$ cat config.mk
export PLATFORM = sky130hd
export DESIGN_NAME = trim_setting_ctrl
export DESIGN_NICKNAME = d
export VERILOG_FILES = /design/src/rtl/trim_pkg.sv /design/src/rtl/trim_sync.sv /design/src/rtl/trim_pulse_qual.sv /design/src/rtl/trim_hold_det.sv /design/src/rtl/trim_setting_ctrl.sv
export SDC_FILE = /design/constraint.sdc
export NUM_CORES = 1
export LEC_CHECK = 0
export BUFFER_PORTS_ARGS = -buffer_cell sky130_fd_sc_hd__buf_2
export CORE_MARGIN = 5
export CORE_UTILIZATION = 50
export DETAILED_ROUTE_END_ITERATION = 7
export GPL_ROUTABILITY_DRIVEN = 0
export PLACE_DENSITY = 0.78
export SLEW_MARGIN = 30
export SYNTH_ARGS = -nofsm -noshare
export SYNTH_HDL_FRONTEND = slang
export SYNTH_HIERARCHICAL = 1
export SYNTH_SLANG_ARGS = --single-unit
$ cat constraint.sdc
create_clock -name clk -period 3.1 [get_ports clk]
set_input_delay 0.465 -clock clk [delete_from_list [all_inputs] [get_ports clk]]
set_output_delay 0.465 -clock clk [all_outputs]
set_load 0.1 [all_outputs]
$ cat src/rtl/trim_pkg.sv
package trim_pkg;

   function automatic int unsigned clamp_set(int unsigned v, int unsigned lo, int unsigned hi);
      if (v < lo) return lo;
      if (v > hi) return hi;
      return v;
   endfunction

endpackage

$ cat src/rtl/trim_sync.sv
module trim_sync #(
   parameter int WIDTH  = 1,
   parameter int STAGES = 2
) (
   input  logic             clk,
   input  logic             rst_n,
   input  logic [WIDTH-1:0] d,
   output logic [WIDTH-1:0] q
);
   if (STAGES < 2) begin : g_bad_stages
      $error("trim_sync: STAGES must be at least 2");
   end

   logic [WIDTH-1:0] chain [STAGES];

   always_ff @(posedge clk or negedge rst_n) begin
      if (!rst_n) begin
         for (int i = 0; i < STAGES; i++) chain[i] <= '0;
      end else begin
         chain[0] <= d;
         for (int i = 1; i < STAGES; i++) chain[i] <= chain[i-1];
      end
   end

   assign q = chain[STAGES-1];
endmodule

$ cat src/rtl/trim_pulse_qual.sv
module trim_pulse_qual #(
   parameter int MIN_CYC = 2000
) (
   input  logic clk,
   input  logic rst_n,
   input  logic lvl,
   output logic hit
);
   localparam int CW = $clog2(MIN_CYC + 1);

   if (MIN_CYC < 1) begin : g_bad_min
      $error("trim_pulse_qual: MIN_CYC must be positive");
   end

   logic [CW-1:0] hi_cnt;
   logic          lvl_d;

   always_ff @(posedge clk or negedge rst_n) begin
      if (!rst_n) begin
         hi_cnt <= '0;
         lvl_d  <= 1'b0;
      end else begin
         lvl_d <= lvl;
         if (!lvl) hi_cnt <= '0;
         else if (hi_cnt != CW'(MIN_CYC)) hi_cnt <= hi_cnt + CW'(1);
      end
   end

   // trailing edge with a long enough high phase
   assign hit = lvl_d && !lvl && (hi_cnt == CW'(MIN_CYC));
endmodule

$ cat src/rtl/trim_hold_det.sv
module trim_hold_det #(
   parameter int HOLD_CYC = 20000
) (
   input  logic clk,
   input  logic rst_n,
   input  logic lvl,
   output logic fire
);
   localparam int CW = $clog2(HOLD_CYC + 2);

   if (HOLD_CYC < 1) begin : g_bad_hold
      $error("trim_hold_det: HOLD_CYC must be positive");
   end

   logic [CW-1:0] hold_cnt;

   always_ff @(posedge clk or negedge rst_n) begin
      if (!rst_n) hold_cnt <= '0;
      else if (!lvl) hold_cnt <= '0;
      else if (hold_cnt != CW'(HOLD_CYC + 1)) hold_cnt <= hold_cnt + CW'(1);
   end

   // single strobe on the first high cycle beyond the window
   assign fire = lvl && (hold_cnt == CW'(HOLD_CYC));
endmodule

$ cat src/rtl/trim_setting_ctrl.sv
module trim_setting_ctrl #(
   parameter int CLK_HZ       = 100_000_000,
   parameter int MIN_PULSE_US = 20,
   parameter int PROG_HOLD_US = 200,
   parameter int SET_MIN      = 1,
   parameter int SET_MAX      = 128,
   parameter int SYNC_STAGES  = 2,
   localparam int SET_W       = $clog2(SET_MAX + 1)
) (
   input  logic             clk,
   input  logic             por_n,
   input  logic             ce,
   input  logic             inc_lvl,
   input  logic             dec_lvl,
   input  logic             prog_lvl,
   input  logic [SET_W-1:0] nv_rd_data,
   input  logic             nv_wr_done,
   output logic [SET_W-1:0] setting,
   output logic             busy,
   output logic             nv_wr_req,
   output logic [SET_W-1:0] nv_wr_data
);
   localparam int CYC_PER_US = CLK_HZ / 1_000_000;
   localparam int MIN_CYC    = CYC_PER_US * MIN_PULSE_US;
   localparam int HOLD_CYC   = CYC_PER_US * PROG_HOLD_US;

   if (CLK_HZ < 1_000_000 || (CLK_HZ % 1_000_000) != 0) begin : g_bad_clk
      $error("trim_setting_ctrl: CLK_HZ must be a whole number of MHz");
   end
   if (SET_MIN < 1 || SET_MAX <= SET_MIN) begin : g_bad_range
      $error("trim_setting_ctrl: need 1 <= SET_MIN < SET_MAX");
   end
   if (PROG_HOLD_US <= MIN_PULSE_US) begin : g_bad_windows
      $error("trim_setting_ctrl: programming window must exceed pulse minimum");
   end

   logic [3:0] raw_in, syn_in;
   logic       en_s, en_d, prog_s, prog_fire, loading, first_skip;
   logic [1:0] step_lvl, step_hit;
   logic [SET_W-1:0] load_val;

   assign raw_in = {ce, prog_lvl, dec_lvl, inc_lvl};

   trim_sync #(.WIDTH(4), .STAGES(SYNC_STAGES)) u_sync (
      .clk(clk), .rst_n(por_n), .d(raw_in), .q(syn_in)
   );

   assign step_lvl = syn_in[1:0];
   assign prog_s   = syn_in[2];
   assign en_s     = syn_in[3];

   for (genvar g = 0; g < 2; g++) begin : g_qual
      trim_pulse_qual #(.MIN_CYC(MIN_CYC)) u_qual (
         .clk(clk), .rst_n(por_n), .lvl(step_lvl[g]), .hit(step_hit[g])
      );
   end

   trim_hold_det #(.HOLD_CYC(HOLD_CYC)) u_hold (
      .clk(clk), .rst_n(por_n), .lvl(prog_s), .fire(prog_fire)
   );

   assign load_val = SET_W'(trim_pkg::clamp_set(int'(nv_rd_data), SET_MIN, SET_MAX));

   always_ff @(posedge clk or negedge por_n) begin
      if (!por_n) begin
         setting    <= SET_W'(SET_MIN);
         loading    <= 1'b1;
         first_skip <= 1'b1;
         en_d       <= 1'b0;
         nv_wr_req  <= 1'b0;
         nv_wr_data <= '0;
      end else begin
         en_d <= en_s;
         if (loading) begin
            setting <= load_val;
            loading <= 1'b0;
         end else if (en_d && !en_s) begin
            setting <= load_val;
         end else if (en_s && !nv_wr_req && (step_hit[0] ^ step_hit[1])) begin
            if (first_skip) first_skip <= 1'b0;
            else if (step_hit[0]) begin
               if (setting != SET_W'(SET_MAX)) setting <= setting + SET_W'(1);
            end else begin
               if (setting != SET_W'(SET_MIN)) setting <= setting - SET_W'(1);
            end
         end

         if (nv_wr_req) begin
            if (nv_wr_done) nv_wr_req <= 1'b0;
         end else if (!loading && en_s && prog_fire) begin
            nv_wr_req  <= 1'b1;
            nv_wr_data <= setting;
         end
      end
   end

   assign busy = loading || nv_wr_req;
endmodule

==> results.ini <==
[status]
status=completed

[drt]
dr.first_iter.drc_count=110
wl_per_cell_um=15.0
drtAntennaViolNets=0
drt_wl_total_mm=7.20
drt-pass1-iter-count=5
num_vias=2788
viasPerCell=5.80
drc=0

[clocking]
post_cts_buffers=0
clk_path_buf_depth=2
cts_resized=0
htreeDepth=3
ctsHoldBuffers=0
cts_tree=done
numCtsBuffers=9
clk_pin_slew_ps=70
clk_latency_ps=350
clock_sinks=67
cts_root_buffer=clkbuf_8

[sta]
drv_slew=0
slew_headroom_pct=45.8
tns_ps=0
rsz0062_at_grt=false
setup_violations=0
clock.fmax_ghz=0.363
tightest_slew_ps=812
fin_crit_sh_pct=88.8
fin_worst_skew_ps=15.1
hold_viol=0
finalCriticalPeriod_ps=2750
fin_ws_ps=348

[synthesis]
synth_edf_count=0
syn_nets=378
synth-seq-cells=67
synthCells=352
postSynth.asyncResetShare_pct=100
synth_area_per_cell_um2=10.1
synth.distinct_cells=57
synth_flop_cell=dfrtp_1
synth_seq_area_share_pct=47.1
synth-warning-count=6
synthesis.area_mm2=0.00357

[hold_path]
hold_path.class=input pin to flip-flop
hold_end=u_sync/chain[5]
worstHoldStart=dec_lvl
worstHoldPathCells=1

[placement]
port_buffers=32
place_area_mm2=0.00376
post-place-ws_ps=336
dp_hpwl_mm=4.97
dp_cells=465

[setup_path]
path_max_fanout=11
r2r-end=setting[7]
worstSetupStartpointType=flip-flop
crit-reg2reg-launch=g_qual[0].u_qual/hi_cnt[5]
regToRegSetupSlack_ps=350
cpPeakStageDelay_ps=560
cp_data_arrival_time_ps=3010
critical_path.slowest_cell=or4b_4
cp-end-kind=flip-flop
reg2regPathDepth=8
crit_type=flip-flop to flip-flop
cp.required_ps=3360
crit_chain=or4b_4, nor3_4, and3_1, xor2_1, nand3_1, buf_4, or4_1, a31oi_1

[final_layout]
stdcell_count=481
n_fill_cell=583
fin_area_mm2=0.00398
final_common_cell=dfrtp_1
area_growth_syn_to_layout_pct=11.5
antenna_cells=0
utilization_pct=57.9
nets=406
final_cell_mix=dfrtp_1, nand2_1, buf_2
drive_gt1_share_pct=21.3

[global_route]
grt_pass1_vias=2672
grt_pass1_wl_mm=12.5
grt_antenna_before_repair=0
grt_max_degree=68
overflow=0
grtUsageTotal_pct=17.9

[floorplanning]
die_x_um=94.5
num_io_pins=33
core_mm2=0.00687
fp-row-count=30
initial_core_util_pct=51.9
die_y_um=94.5
dieArea_mm2=0.00892

[power_and_ir_drop]
p_leak_nw=1.69
peakVddDrop_mv=0.319
p_per_area_mw_per_mm2=497

[flow_run]
maxCapViolCount=0

-- synth_stat cells (7+ instances only) --
| cell | n | area [um^2] |
|---|---|---|
| a21oi_1 | 20 | 100 |
| nand3_1 | 20 | 100 |
| ha_1 | 11 | 138 |
| dfrtp_1 | 64 | 1600 |
| inv_1 | 17 | 63.8 |
| o31ai_1 | 13 | 97.6 |
| nand4_1 | 10 | 62.6 |
| nand2_1 | 34 | 128 |
| o21ai_0 | 7 | 35.0 |
| or4_1 | 14 | 105 |
| xor2_1 | 8 | 70.1 |
| nor2_1 | 11 | 41.3 |
| mux2_2 | 8 | 90.1 |
| mux2i_1 | 10 | 100 |
-- worst max-delay path: cells and delay by family, from the launching register on --
| kind | cells | cell delay [ps] |
|---|---|---|
| buf+inv | 1 | 190 |
| xor+xnor | 1 | 240 |
| flops | 1 | 420 |
| compound gates | 1 | 170 |
| simple gates | 5 | 1650 |
-- state kept, by name (all words and copies together) (netlist names), 2 cells and up --
signal,cells
u_sync/chain,4
u_sync/q,4
g_qual.u_qual/lvl_d,2
nv_wr_data,8
setting,8
g_qual.u_qual/hi_cnt,22
u_hold/hold_cnt,15
-- power breakdown --
group,internal (W),switching [W],leakage [nW]
clock network,0.000438,0.000334,0.102
logic,0.0000651,0.000180,0.710
registers,0.000905,0.0000526,0.881
total,0.00141,0.000567,1.69
-- how the worst max path moves through the flow --
| stage | start | end |
|---|---|---|
| finish | g_qual[0].u_qual/hi_cnt[5] | setting[7] |
| global route | g_qual[0].u_qual/hi_cnt[5] | setting[2] |
| CTS | g_qual[0].u_qual/hi_cnt[3] | setting[7] |
| detailed placement | g_qual[0].u_qual/hi_cnt[3] | setting[7] |
| global placement | g_qual[0].u_qual/hi_cnt[5] | setting[7] |
| floorplan | g_qual[0].u_qual/hi_cnt[5] | setting[2] |
-- metal layers --
metal | GRT usage (%) | part of all wire, %
met2 | 28.5 | 49
met3 | 4.62 | 5.7
met1 | 23.7 | 44
met4 | 6.13 | 1.5
met5 | 0 | 0
-- through the flow --
stage,hold WS (ps),power [W]
final,225,0.00197
after global routing,199,0.00205
after CTS,210,0.00199
after detailed placement,337,0.00122
after global placement,333,0.00121
after floorplan,169,0.00115
-- final cells by class --
class,instances,area [um^2],area share (%)
flip-flops and latches,67,1680,42.3
well taps,96,120,3.02
clock buffers,13,169,4.25
repair buffers,36,190,4.78
clock inverters,3,45.0,1.13
multi-input cells,247,1700,42.8
inverters,19,71.3,1.79
-- logic make-up (layout without fill, tap and decap cells) --
group / after synthesis / count (layout) / synth area share (%)
other: 1 / 1 / 0.105
AOI/OAI and AO/OA: 67 / 67 / 12.4
and+or+nand+nor: 142 / 142 / 24.1
buffers and inverters: 38 / 71 / 5.19
muxes: 18 / 18 / 5.33
adders and majority gates: 11 / 11 / 3.86
xor gates and xnor gates: 8 / 8 / 1.96
DFF: 67 / 67 / 47.1
No activity file was read; power rests on OpenSTA's default activity.
